[config.mk]
export PLATFORM = sky130hd
export DESIGN_NAME = pipe4_ctrl
export DESIGN_NICKNAME = d
export VERILOG_FILES = /design/src/rtl/pipe4_pkg.sv /design/src/rtl/pipe4_fetch.sv /design/src/rtl/pipe4_slot.sv /design/src/rtl/pipe4_resolve.sv /design/src/rtl/pipe4_ctrl.sv
export SDC_FILE = /design/constraint.sdc
export NUM_CORES = 1
export LEC_CHECK = 0
export BUFFER_PORTS_ARGS = -buffer_cell sky130_fd_sc_hd__buf_2
export CAP_MARGIN = 20
export CELL_PAD_IN_SITES_DETAIL_PLACEMENT = 1
export CELL_PAD_IN_SITES_GLOBAL_PLACEMENT = 2
export CORE_MARGIN = 8
export CORE_UTILIZATION = 35
export CTS_CLUSTER_DIAMETER = 40
export CTS_CLUSTER_SIZE = 12
export DETAILED_ROUTE_END_ITERATION = 6
export GPL_TIMING_DRIVEN = 0
export MAX_ROUTING_LAYER = met4
export PLACE_DENSITY_LB_ADDON = 0.1
export SYNTH_ARGS = -nofsm -noshare
export SYNTH_HDL_FRONTEND = slang
export SYNTH_SLANG_ARGS = --single-unit
[constraint.sdc]
create_clock -name clk -period 3.6 [get_ports clk]
set_clock_uncertainty 0.1 [all_clocks]
set_input_delay 0.72 -clock clk [delete_from_list [all_inputs] [get_ports clk]]
set_output_delay 0.72 -clock clk [all_outputs]
set_load 0.005 [all_outputs]
[src/rtl/pipe4_pkg.sv]
package pipe4_pkg;

  typedef enum logic [1:0] {
    OP_ALU  = 2'b00,
    OP_JMP  = 2'b01,
    OP_BCND = 2'b10,
    OP_AUX  = 2'b11
  } opcode_e;

  function automatic logic op_is_branch(input logic [1:0] op);
    return (op == OP_JMP) || (op == OP_BCND);
  endfunction

  function automatic logic op_taken(input logic [1:0] op, input logic flag);
    return (op == OP_JMP) || ((op == OP_BCND) && flag);
  endfunction

endpackage

[src/rtl/pipe4_fetch.sv]
module pipe4_fetch #(
  parameter int unsigned     AW       = 8,
  parameter logic [AW-1:0]   RESET_PC = '0,
  parameter logic [AW-1:0]   IRQ_VEC  = '1
) (
  input  logic          clk,
  input  logic          rst_n,
  input  logic          take_irq,
  input  logic          redirect,
  input  logic [AW-1:0] redirect_pc,
  input  logic          hold,
  output logic          fi_vld,
  output logic [AW-1:0] fi_pc
);

  logic          vld_d;
  logic [AW-1:0] pc_d;

  always_comb begin
    vld_d = 1'b1;
    pc_d  = fi_pc + AW'(1);
    if (take_irq) begin
      pc_d  = IRQ_VEC;
    end else if (redirect) begin
      pc_d  = redirect_pc;
    end else if (hold) begin
      pc_d  = fi_pc;
      vld_d = 1'b0;
    end
  end

  always_ff @(posedge clk or negedge rst_n) begin
    if (!rst_n) begin
      fi_vld <= 1'b1;
      fi_pc  <= RESET_PC;
    end else begin
      fi_vld <= vld_d;
      fi_pc  <= pc_d;
    end
  end


  seq_fetch_chk: assert property (@(posedge clk) disable iff (!rst_n)
    (fi_vld && !take_irq && !redirect && !hold) |=> (fi_vld && fi_pc == $past(fi_pc) + AW'(1)));


  redirect_chk: assert property (@(posedge clk) disable iff (!rst_n)
    (redirect && !take_irq) |=> (fi_vld && fi_pc == $past(redirect_pc)));

endmodule

[src/rtl/pipe4_slot.sv]
module pipe4_slot #(
  parameter int unsigned AW = 8,
  parameter int unsigned IW = AW + 2
) (
  input  logic          clk,
  input  logic          rst_n,
  input  logic          ld_vld,
  input  logic [AW-1:0] ld_pc,
  input  logic [IW-1:0] ld_ins,
  input  logic          kill,
  output logic          q_vld,
  output logic [AW-1:0] q_pc,
  output logic [IW-1:0] q_ins
);

  logic vld_d;
  logic data_en;

  always_comb begin
    vld_d   = ld_vld && !kill;
    data_en = vld_d;
  end

  always_ff @(posedge clk or negedge rst_n) begin
    if (!rst_n) begin
      q_vld <= 1'b0;
    end else begin
      q_vld <= vld_d;
    end
  end

  always_ff @(posedge clk or negedge rst_n) begin
    if (!rst_n) begin
      q_pc  <= '0;
      q_ins <= '0;
    end else if (data_en) begin
      q_pc  <= ld_pc;
      q_ins <= ld_ins;
    end
  end


  kill_empty_chk: assert property (@(posedge clk) disable iff (!rst_n)
    kill |=> !q_vld);

endmodule

[src/rtl/pipe4_resolve.sv]
module pipe4_resolve
  import pipe4_pkg::*;
#(
  parameter int unsigned AW = 8,
  parameter int unsigned IW = AW + 2
) (
  input  logic          ex_vld,
  input  logic [AW-1:0] ex_pc,
  input  logic [IW-1:0] ex_ins,
  input  logic          br_flag,
  output logic          ex_br,
  output logic [AW-1:0] ex_next
);

  logic [1:0]    op;
  logic [AW-1:0] tgt;
  logic          taken;

  always_comb begin
    op      = ex_ins[IW-1:IW-2];
    tgt     = ex_ins[AW-1:0];
    ex_br   = ex_vld && op_is_branch(op);
    taken   = op_taken(op, br_flag);
    ex_next = (ex_br && taken) ? tgt : ex_pc + AW'(1);
  end

endmodule

[src/rtl/pipe4_ctrl.sv]
module pipe4_ctrl
  import pipe4_pkg::*;
#(
  parameter int unsigned   AW       = 8,
  parameter logic [AW-1:0] RESET_PC = '0,
  parameter logic [AW-1:0] IRQ_VEC  = 8'hF0,
  localparam int unsigned  IW       = AW + 2,
  localparam int unsigned  NSLOT    = 3
) (
  input  logic            clk,
  input  logic            rst_n,
  output logic [AW-1:0]   imem_addr,
  output logic            imem_rd,
  input  logic [IW-1:0]   imem_data,
  input  logic            br_flag,
  input  logic            irq,
  output logic            irq_ack,
  output logic [AW-1:0]   ret_addr,
  output logic [3:0]      stg_vld,
  output logic [4*AW-1:0] stg_pc,
  output logic            retire_vld,
  output logic [AW-1:0]   retire_pc
);

  logic          fi_vld;
  logic [AW-1:0] fi_pc;

  logic          s_vld [NSLOT];
  logic [AW-1:0] s_pc  [NSLOT];
  logic [IW-1:0] s_ins [NSLOT];

  logic          da_br, fo_br, ex_br;
  logic          hold, redirect, take_irq;
  logic [AW-1:0] ex_next;

  always_comb begin
    da_br    = s_vld[0] && op_is_branch(s_ins[0][IW-1:IW-2]);
    fo_br    = s_vld[1] && op_is_branch(s_ins[1][IW-1:IW-2]);
    hold     = da_br || fo_br;
    redirect = ex_br;
    take_irq = s_vld[2] && irq;
  end

  pipe4_fetch #(.AW(AW), .RESET_PC(RESET_PC), .IRQ_VEC(IRQ_VEC)) u_fetch (
    .clk        (clk),
    .rst_n      (rst_n),
    .take_irq   (take_irq),
    .redirect   (redirect),
    .redirect_pc(ex_next),
    .hold       (hold),
    .fi_vld     (fi_vld),
    .fi_pc      (fi_pc)
  );

  for (genvar g = 0; g < NSLOT; g++) begin : g_slot
    logic          in_vld;
    logic [AW-1:0] in_pc;
    logic [IW-1:0] in_ins;
    if (g == 0) begin : g_head
      always_comb begin
        in_vld = fi_vld && !da_br;
        in_pc  = fi_pc;
        in_ins = imem_data;
      end
    end else begin : g_body
      always_comb begin
        in_vld = s_vld[g-1];
        in_pc  = s_pc[g-1];
        in_ins = s_ins[g-1];
      end
    end
    pipe4_slot #(.AW(AW), .IW(IW)) u_slot (
      .clk   (clk),
      .rst_n (rst_n),
      .ld_vld(in_vld),
      .ld_pc (in_pc),
      .ld_ins(in_ins),
      .kill  (take_irq),
      .q_vld (s_vld[g]),
      .q_pc  (s_pc[g]),
      .q_ins (s_ins[g])
    );
  end

  pipe4_resolve #(.AW(AW), .IW(IW)) u_resolve (
    .ex_vld (s_vld[2]),
    .ex_pc  (s_pc[2]),
    .ex_ins (s_ins[2]),
    .br_flag(br_flag),
    .ex_br  (ex_br),
    .ex_next(ex_next)
  );

  logic          ret_en;
  logic [AW-1:0] ret_d;

  always_comb begin
    ret_en = take_irq;
    ret_d  = ex_next;
  end

  always_ff @(posedge clk or negedge rst_n) begin
    if (!rst_n) begin
      ret_addr <= '0;
    end else if (ret_en) begin
      ret_addr <= ret_d;
    end
  end

  always_comb begin
    imem_addr  = fi_pc;
    imem_rd    = fi_vld;
    irq_ack    = take_irq;
    retire_vld = s_vld[2];
    retire_pc  = s_pc[2];
    stg_vld    = {s_vld[2], s_vld[1], s_vld[0], fi_vld};
    stg_pc     = {s_pc[2], s_pc[1], s_pc[0], fi_pc};
  end


  br_squash_chk: assert property (@(posedge clk) disable iff (!rst_n)
    da_br |=> !s_vld[0]);


  fetch_gap_chk: assert property (@(posedge clk) disable iff (!rst_n)
    (fo_br || ex_br) |-> !fi_vld);


  one_branch_chk: assert property (@(posedge clk) disable iff (!rst_n)
    $countones({da_br, fo_br, ex_br}) <= 1);


  irq_flush_chk: assert property (@(posedge clk) disable iff (!rst_n)
    irq_ack |=> (fi_vld && fi_pc == IRQ_VEC && !s_vld[0] && !s_vld[1] && !s_vld[2]));


  ret_addr_chk: assert property (@(posedge clk) disable iff (!rst_n)
    irq_ack |=> (ret_addr == $past(ex_next)));


  irq_idle_chk: assert property (@(posedge clk) disable iff (!rst_n)
    (irq && !retire_vld) |-> !irq_ack);

endmodule

# ---- Word-level counts from Yosys, hierarchy flattened
# Cells that the tools add are included.
dict set report classes {
  add_sub_neg 2
  n_eq_ne 7
  mux 7
  reduce_logical 17
}
# operator n
set op_table {}
lappend op_table {{8-bit two-way mux} 4}
lappend op_table {{8-bit by 1-bit adder with 8-bit output, second input constant} 2}
lappend op_table {{1-bit logical AND} 10}
lappend op_table {{2-bit by 1-bit equality test with 1-bit output, second input constant} 3}
lappend op_table {{2-bit equality test, second input constant} 3}
lappend op_table {{1-bit logical OR} 5}
lappend op_table {{1-bit two-way mux} 3}
lappend op_table {{3-bit by 2-bit inequality test with 1-bit output, second input constant} 1}
lappend op_table {{1-bit logical NOT} 2}
dict set report word_totals {
  reg_bits 74
  input_bits 14
  output_inout_bits 63
  wordCells 45
}

# ---- Logic depth before layout (Yosys ltp)
# Gate-level depths: netlist (run 1).
dict set report logic_depth {
  word_depth 7
  depth_mapped 8
  mapped_depth_nobuf 7
}

# ---- By module
# From an unflattened synthesis (run 1), not the netlist that was laid out.
dict set report unflattened {
  cells_unflattened 260
  area_unflattened_um2 3598.5
}
# module instances cells_each area_each_um2 seq_area_each_um2
set by_module_without_submodules {}
lappend by_module_without_submodules {pipe4_slot 3 40 757.0 475.5}
lappend by_module_without_submodules {pipe4_fetch 1 58 540.5 226.5}
lappend by_module_without_submodules {pipe4_ctrl 1 42 519.2 200.2}
lappend by_module_without_submodules {pipe4_resolve 1 40 267.8 0.0}

# ---- Worst setup path after synthesis (run 1)
# No wires, ideal clock.
dict set report synth_timing {
  kind {input to register}
  from {input port irq}
  to {register g_slot[1].u_slot.q_ins[0]}
  setup_time_ns 0.125
  arrival_time_ns 1.919
  required_time_ns 3.375
  setup_slack_ns 1.456
  stages 5
  n_path_buf 2
  cell_sequence {nand2_1 -> and2_1 -> buf_2 -> buf_1 -> mux2_2}
}
dict set report synth_via {
  elab_chain_cells 3
}
# item line_no
set synth_rtl {}
lappend synth_rtl {{start, declared} pipe4_ctrl.sv:16} ;# input logic irq,
lappend synth_rtl {{1-bit logical AND} pipe4_ctrl.sv:41} ;# take_irq = s_vld[2] && irq;
lappend synth_rtl {{1-bit logical NOT} pipe4_slot.sv:20} ;# vld_d = ld_vld && !kill;
lappend synth_rtl {{1-bit logical AND} pipe4_slot.sv:20}
lappend synth_rtl {{named net g_slot[1].u_slot.data_en} pipe4_slot.sv:17} ;# logic data_en;
lappend synth_rtl {{end signal, assigned} pipe4_slot.sv:38} ;# q_ins <= ld_ins;
lappend synth_rtl {{end, declared} pipe4_slot.sv:13} ;# output logic [IW-1:0] q_ins
# The timed path passes the listed nets, and every way through them passes these cells.
# A chain may end at the register's enable or synchronous reset.

# ---- Final worst setup path (run 1)
dict set report layout_timing {
  from {register g_slot[2].u_slot.q_ins[8]}
  to {register ret_addr[5]}
}
dict set report layout_via {
  elab_chain_cells 5
  elab_cells_between_ends 8
  classes_between {eq/ne: 2; mux: 1; reduce/logical: 5}
}
# item line_no
set layout_rtl {}
lappend layout_rtl {{start, declared} pipe4_slot.sv:13}
lappend layout_rtl {{start signal, assigned} pipe4_slot.sv:38}
lappend layout_rtl {{2-bit by 1-bit equality test with 1-bit output / 2-bit equality test (equally long branches)} {pipe4_pkg.sv:11, pipe4_pkg.sv:15}}
lappend layout_rtl {{1-bit logical OR / 1-bit logical AND (equally long branches)} {pipe4_pkg.sv:11, pipe4_pkg.sv:15}}
lappend layout_rtl {{1-bit logical AND / 1-bit logical OR (equally long branches)} {pipe4_resolve.sv:22, pipe4_pkg.sv:15}}
lappend layout_rtl {{1-bit logical AND *} pipe4_resolve.sv:24} ;# ex_next = (ex_br && taken) ? tgt : ex_pc + AW'(1);
lappend layout_rtl {{8-bit two-way mux *} pipe4_resolve.sv:24}
lappend layout_rtl {{end signal, assigned} pipe4_ctrl.sv:106} ;# ret_addr <= ret_d;
lappend layout_rtl {{end, declared} pipe4_ctrl.sv:18} ;# output logic [AW-1:0] ret_addr,
# Mark *: on every way between the ends. The rest lies on a longest branch, timed or not.

==> key figures, run 1 <==
Routing
  – Via Count: 2362
  – WL final: 8698 µm
  – Drt first-iter violations: 62
  – Vias per Instance: 4.772
  – DRC Markers: 0
  – DR WL/cell: 17.57 µm
  – DR pass1 iterations: 4
  – Post-route ant nets: 0

STA
  – Final min period: 2.552 ns
  – Slew @ Worst Pin: 0.6277 ns
  – Fin Setup TNS: 0 ns
  – Setup violators final: 0
  – Fmax: 391.9 MHz
  – RSZ-0062 raised after global routing: false
  – Final slew viol count: 0
  – Tcrit/Tclk final: 70.88%
  – Rel. slew slack: 58.16%
  – Final hold vios: 0

Placed design
  – Post-detail-place hpwl: 6664 µm
  – Placer Congestion: 0.7591
  – Number of I/O port buffers: 76

Worst setup path
  – Reg2reg start: g_slot[2].u_slot.q_ins[8]
  – CP Max Fanout: 10
  – Critical path arrival: 2.67 ns
  – FF-to-FF path depth: 8
  – Reg-to-reg slack, setup: 1.05 ns
  – Crit path kind: flip-flop to flip-flop
  – CP Capture Type: flip-flop
  – CP Launch Type: flip-flop
  – R2R Path End: ret_addr[5]
  – Crit path required time: 3.72 ns

Floorplan
  – Row cnt: 35
  – Die height: 113.8 µm
  – Die area: 12940 µm²
  – I/O pin total: 77
  – Die X: 113.8 µm
  – Starting Density: 36.21%
  – Area of the core: 9240 µm²

Final layout
  – Nets: 379
  – Area delta synth->final: 24.20%
  – Most frequent cells in the layout: buf_2, dfrtp_1, mux2_2
  – Antenna diodes: 0
  – Final core occ: 44.97%
  – Most common cell after layout, fill and taps aside: buf_2
  – Share of post-route cells with drive strength above 1: 46.99%

Clock tree
  – Clock slew at reported path FFs: 0.08 ns
  – CTS Buf Count: 9
  – Clk buf depth: 2
  – CTS tree: done
  – Root buffer cell: clkbuf_8
  – H-tree depth: 3
  – Clk_lat worst skew: 0.35 ns
  – Buffers inserted during post-CTS setup optimization: 0
  – Post-CTS Resized: 0
  – CTS Sinks: 74
  – Count of hold buffers inserted by post-cts repair: 0

Global route
  – Met1 usage: 18.24%
  – Initial antenna violation count: 0
  – Pin count of the biggest net entering global routing: 49
  – Vias in the first global route: 2531
  – GRT busiest layer: met2
  – Total track usage: 14.81%
  – Met2 GRT Util: 22.96%
  – GR Util met3: 4.437%
  – First-pass GRT wire length: 14340 µm
  – Total grt overflow: 0

Logic synthesis
  – Distinct cells, synth: 41
  – Share of the yosys chip area belonging to registers: 55.39%
  – Top-area cell type share of the netlist area: 54.60%
  – Mapped Area: 3346 µm²
  – Mean Syn Cell Area: 12.26 µm²
  – Yosys top cell by area: dfrtp_1
  – Synthesis Warnings: 0
  – Net Count, Synth: 291
  – Post-synthesis register bit count: 74
  – Top cells by area, synth: dfrtp_1, mux2_2, buf_4
  – Mapped Cells: 273

Power and ir drop
  – Max rail drop VDD: 0.3793 mV
  – Leakage: 1.864 nW
  – P_int: 2.684 mW
  – Power density over the cells: 1021 nW/µm²
  – Power share of the clock group: 17.8%
  – Total Power: 4.244 mW
  – Gate power share: 44.4%
  – Sw Ratio: 36.74%
  – Net Sw Power: 1.559 mW
  – Sequential power share: 37.8%

Worst hold path
  – HP Class: input port to asynchronous set/reset pin

Run status
  – Outcome: completed

Job
  – Max_cap viols: 0
## sequential cells by signal, summed over array words and instances (netlist names)
signal               flops
g_slot.u_slot.q_ins     30
ret_addr                 8
g_slot.u_slot.q_vld      3
g_slot.u_slot.q_pc      24
u_fetch.fi_pc            8
u_fetch.fi_vld           1
## cells by family after synthesis
logic type                 synth area share, %
DFF                                      55.39
muxes                                    18.81
and+or+nand+nor                          7.891
AOI/OAI and AO/OA                        7.592
buffers and inverters                    6.207
xor gates and xnor gates                 2.618
adders and majority gates                1.496
## cell usage after synthesis
cell type and instances:
nand2_1 19, nand4_1 2, a221oi_1 1, inv_1 6, buf_2 1, nand2b_1 2, xnor2_1 5, o211a_1 1
a21boi_0 1, nor3_1 2, o31a_2 1, o21a_1 1, a211oi_2 1, ha_1 4, a21oi_1 10, mux2_4 1
o31a_1 1, buf_1 3, o211ai_1 1, nand3_1 6, and2_1 3, or3_2 1, and3_1 1, or3_4 1
dfstp_2 1, nor2b_1 2, and3b_1 1, nor4_1 1, mux2_2 51, a221o_2 1, a22oi_1 1, a211oi_1 5
dfrtp_1 73, nor2_1 10, buf_4 20, clkbuf_1 4, mux2i_1 4, clkinv_1 1, xor2_1 5, or3_1 3
o21ai_0 15
## layout make-up
type                            instances  area (µm²)
Fill cell                            1033        5085
Sequential cell                        74        1853
Multi-Input combinational cell        164        1285
Timing Repair Buffer                   77       410.4
Buffer                                 28       181.4
Clock buffer                           12       165.2
Tap cell                              129       161.4
Clock inverter                          4       72.57
Inverter                                7       26.28
## stage by stage
stage	area, µm²	hold WS [ns]	setup slack, ns	cells
detailed placement	3918	0.3581	0.8438	479
finish	4155	0.1829	1.048	495
global route	4155	0.1946	0.8927	495
global placement	3887	0.3543	0.8372	478
floorplan	3346	0.3244	1.456	273
CTS	4155	0.1939	1.073	495
## power by group through the flow
stage / Clock, mW / Sequential (mW) / Combinational [mW]
6_report: 0.756 / 1.60 / 1.88
5_1_grt: 0.810 / 1.68 / 2.12
4_1_cts: 0.777 / 1.62 / 1.93
3_5_place_dp: 0 / 1.64 / 1.92
3_3_place_gp: 0 / 1.62 / 1.87
2_1_floorplan: 0 / 1.53 / 1.25
## metal layers
layer,vias up,share of wire [%]
met5,-,0
met1,1192,47
met2,51,47
met4,0,1.2
li1,1109,-
met3,10,5.2
## worst max-delay path, cell delays in order (launching register included)
cell	delay, ns
dfrtp_1	0.36
inv_1	0.06
ha_1	0.37
nand2b_1	0.32
nor2_1	0.25
buf_1	0.42
a21oi_1	0.08
a21oi_1	0.32
o21ai_0	0.14
## how the worst max path moves through the flow
stage	to	cells after the start	from	slack, ns
after floorplan	g_slot[1].u_slot.q_ins[0]	5	irq	1.46
after detailed placement	g_slot[1].u_slot.q_pc[7]	6	irq	0.84
after CTS	ret_addr[5]	8	g_slot[2].u_slot.q_ins[8]	1.07
final	ret_addr[5]	8	g_slot[2].u_slot.q_ins[8]	1.05
after global placement	g_slot[1].u_slot.q_pc[4]	6	irq	0.84
after global routing	ret_addr[5]	8	g_slot[2].u_slot.q_ins[8]	0.89
Note: power is estimated with default switching activity, not from simulation.
==> run 2: changes to the inputs <==
clock period = 2.5 ns   (was 3.6 ns; I/O delays follow)
==> run 2 against run 1 <==
Effect of this change:
- largest power group unchanged
- final cell count unchanged
- register-to-register slack worse by 0.88 ns
- die area unchanged
==> key figures, run 2 (synthesis gave the netlist of run 1 again) <==
STA
  – Fin worst setup slack: 0.1681 ns
  – Fin Setup TNS: 0 ns
  – Fmax: 428.8 MHz
  – Rel. slew slack: 62.59%
  – Tcrit/Tclk final: 93.28%
  – Final hold vios: 0
  – Final min period: 2.332 ns
  – Final slew viol count: 0
  – Setup violators final: 0
  – Slew @ Worst Pin: 0.5612 ns
  – Hold slack: 0.2717 ns
  – RSZ-0062 raised after global routing: false

Clock tree
  – H-tree depth: 3
  – Clk buf depth: 2
  – CTS Sinks: 74
  – Buffers inserted during post-CTS setup optimization: 0
  – Root buffer cell: clkbuf_8
  – CTS Buf Count: 9
  – Clk_lat worst skew: 0.35 ns
  – Clock slew at reported path FFs: 0.08 ns
  – CTS tree: done

Final layout
  – Flip-flop count of the largest register after layout: 30
  – Most common cell after layout, fill and taps aside: buf_2
  – Top reg by flops: g_slot.u_slot.q_ins
  – Non-filler cells, final: 495
  – Nets: 379
  – Area delta synth->final: 24.42%
  – Share of post-route cells with drive strength above 1: 47.27%
  – # fillers: 1031
  – Most frequent cells in the layout: buf_2, dfrtp_1, mux2_2
  – Final core occ: 45.05%
  – Biggest regs: g_slot.u_slot.q_ins x30, g_slot.u_slot.q_pc x24
  – Antenna diodes: 0

Floorplan
  – Die X: 113.8 µm
  – Starting Density: 36.21%
  – Area of the core: 9240 µm²
  – Die height: 113.8 µm
  – I/O pin total: 77
  – Die area: 12940 µm²
  – Row cnt: 35

Routing
  – DR WL/cell: 17.49 µm
  – Via Count: 2368
  – DRC Markers: 0
  – Post-route ant nets: 0
  – Drt first-iter violations: 74
  – Vias per Instance: 4.784
  – DR pass1 iterations: 4
  – WL final: 8657 µm

Global route
  – Total track usage: 14.85%
  – Initial antenna violation count: 0
  – Pin count of the biggest net entering global routing: 49
  – Total grt overflow: 0
  – Vias in the first global route: 2536
  – First-pass GRT wire length: 14380 µm

Placed design
  – Post-detail-place hpwl: 6664 µm
  – # placed instances: 479
  – Number of I/O port buffers: 76
  – Placer Congestion: 0.7591
  – Setup WS pre-CTS: -0.03616 ns

Power and ir drop
  – Power density over the cells: 1466 nW/µm²
  – Leakage: 1.871 nW
  – Max rail drop VDD: 0.5510 mV

Worst setup path
  – CP Max Fanout: 10
  – CP max stage delay: 0.37 ns
  – FF-to-FF path depth: 8
  – Crit path kind: flip-flop to flip-flop
  – CP Launch Type: flip-flop
  – Worst Path Buf+Inv: 2
  – CP top delay family: simple AND/OR/NAND/NOR gates
  – Crit path required time: 2.62 ns
  – CP Capture Type: flip-flop
  – Reg-to-reg slack, setup: 0.17 ns
  – Crit path top cell by count: a21oi_1
  – Critical path arrival: 2.45 ns
  – CP cell instances: inv_1 > ha_1 > nand2b_1 > nor2_1 > buf_2 > a21oi_1 > a21oi_1 > o21ai_0
  – Critical-path top delay cell: ha_1
  – R2R Path End: ret_addr[5]
  – Reg2reg start: g_slot[2].u_slot.q_ins[8]

Worst hold path
  – Hold Path Origin: imem_data[3]
  – Worst Hold Depth: 2
  – HP Class: input port to flip-flop
  – Hold worst-path end: g_slot[0].u_slot.q_ins[3]

Job
  – Max_cap viols: 0

Run status
  – Outcome: completed
[run 2: cell types whose count changed in the layout (fill, tap and decap cells not counted)]
cell / delta
buf_1: -2
buf_2: +1
dlygate4sd3_1: +1
[run 2: layer usage]
layer | global-route usage, % | vias to the layer above | share of wire, %
met5 | - | - | 0
met4 | 4.525 | 0 | 1.2
met3 | 4.385 | 9 | 4.5
met2 | 23.04 | 50 | 47
met1 | 18.31 | 1203 | 47
li1 | - | 1106 | -
[run 2: how the worst max path moves through the flow]
stage | start | to | slack, ns | cells past startpoint
after floorplan | g_slot[0].u_slot.q_ins[9] | u_fetch.fi_pc[7] | 0.45 | 5
after global placement | irq | g_slot[1].u_slot.q_pc[4] | -0.04 | 6
after detailed placement | irq | g_slot[1].u_slot.q_pc[7] | -0.04 | 6
after CTS | g_slot[2].u_slot.q_vld | g_slot[1].u_slot.q_pc[5] | 0.10 | 5
after global routing | g_slot[2].u_slot.q_ins[8] | ret_addr[5] | 0.003 | 8
final | g_slot[2].u_slot.q_ins[8] | ret_addr[5] | 0.17 | 8
[run 2: cell type report]
class	count	area, µm²	share of cell area, %
buffer	27	178.9	4.298
clock buffer	12	165.2	3.968
clock inverter	4	72.57	1.743
inverter	7	26.28	0.6312
multi-input combinational	164	1285	30.87
sequential	74	1853	44.51
tap	129	161.4	3.877
timing repair buffer	78	420.4	10.10
[run 2: where the power goes]
part	total, mW	leakage (nW)	internal, mW	switching, mW
registers	2.31	0.852	1.79	0.519
clock network	1.09	0.119	0.642	0.446
logic	2.70	0.900	1.43	1.27
total	6.10	1.87	3.86	2.24
[run 2: worst register-to-register path, delay by kind of cell, from the launching register on]
kind                       cells  cell delay, ns
AOI/OAI and AO/OA              3            0.48
and+or+nand+nor                2            0.56
buffers and inverters          2            0.34
adders and majority gates      1            0.37
DFF                            1            0.36
[run 2: through the flow]
stage	power, mW	instance area, µm²
3_3_place_gp	5.027	3887
6_report	6.103	4163
4_1_cts	6.233	4167
2_1_floorplan	4.000	3346
5_1_grt	6.631	4163
3_5_place_dp	5.124	3918
[run 2: what timing repair did]
item / in CTS / in global routing
setup endpoints to repair: 2 / 9
hold buffers: 1 / 0
endpoints found under the hold margin: 25 / 0
gates resized for setup: 1 / 0
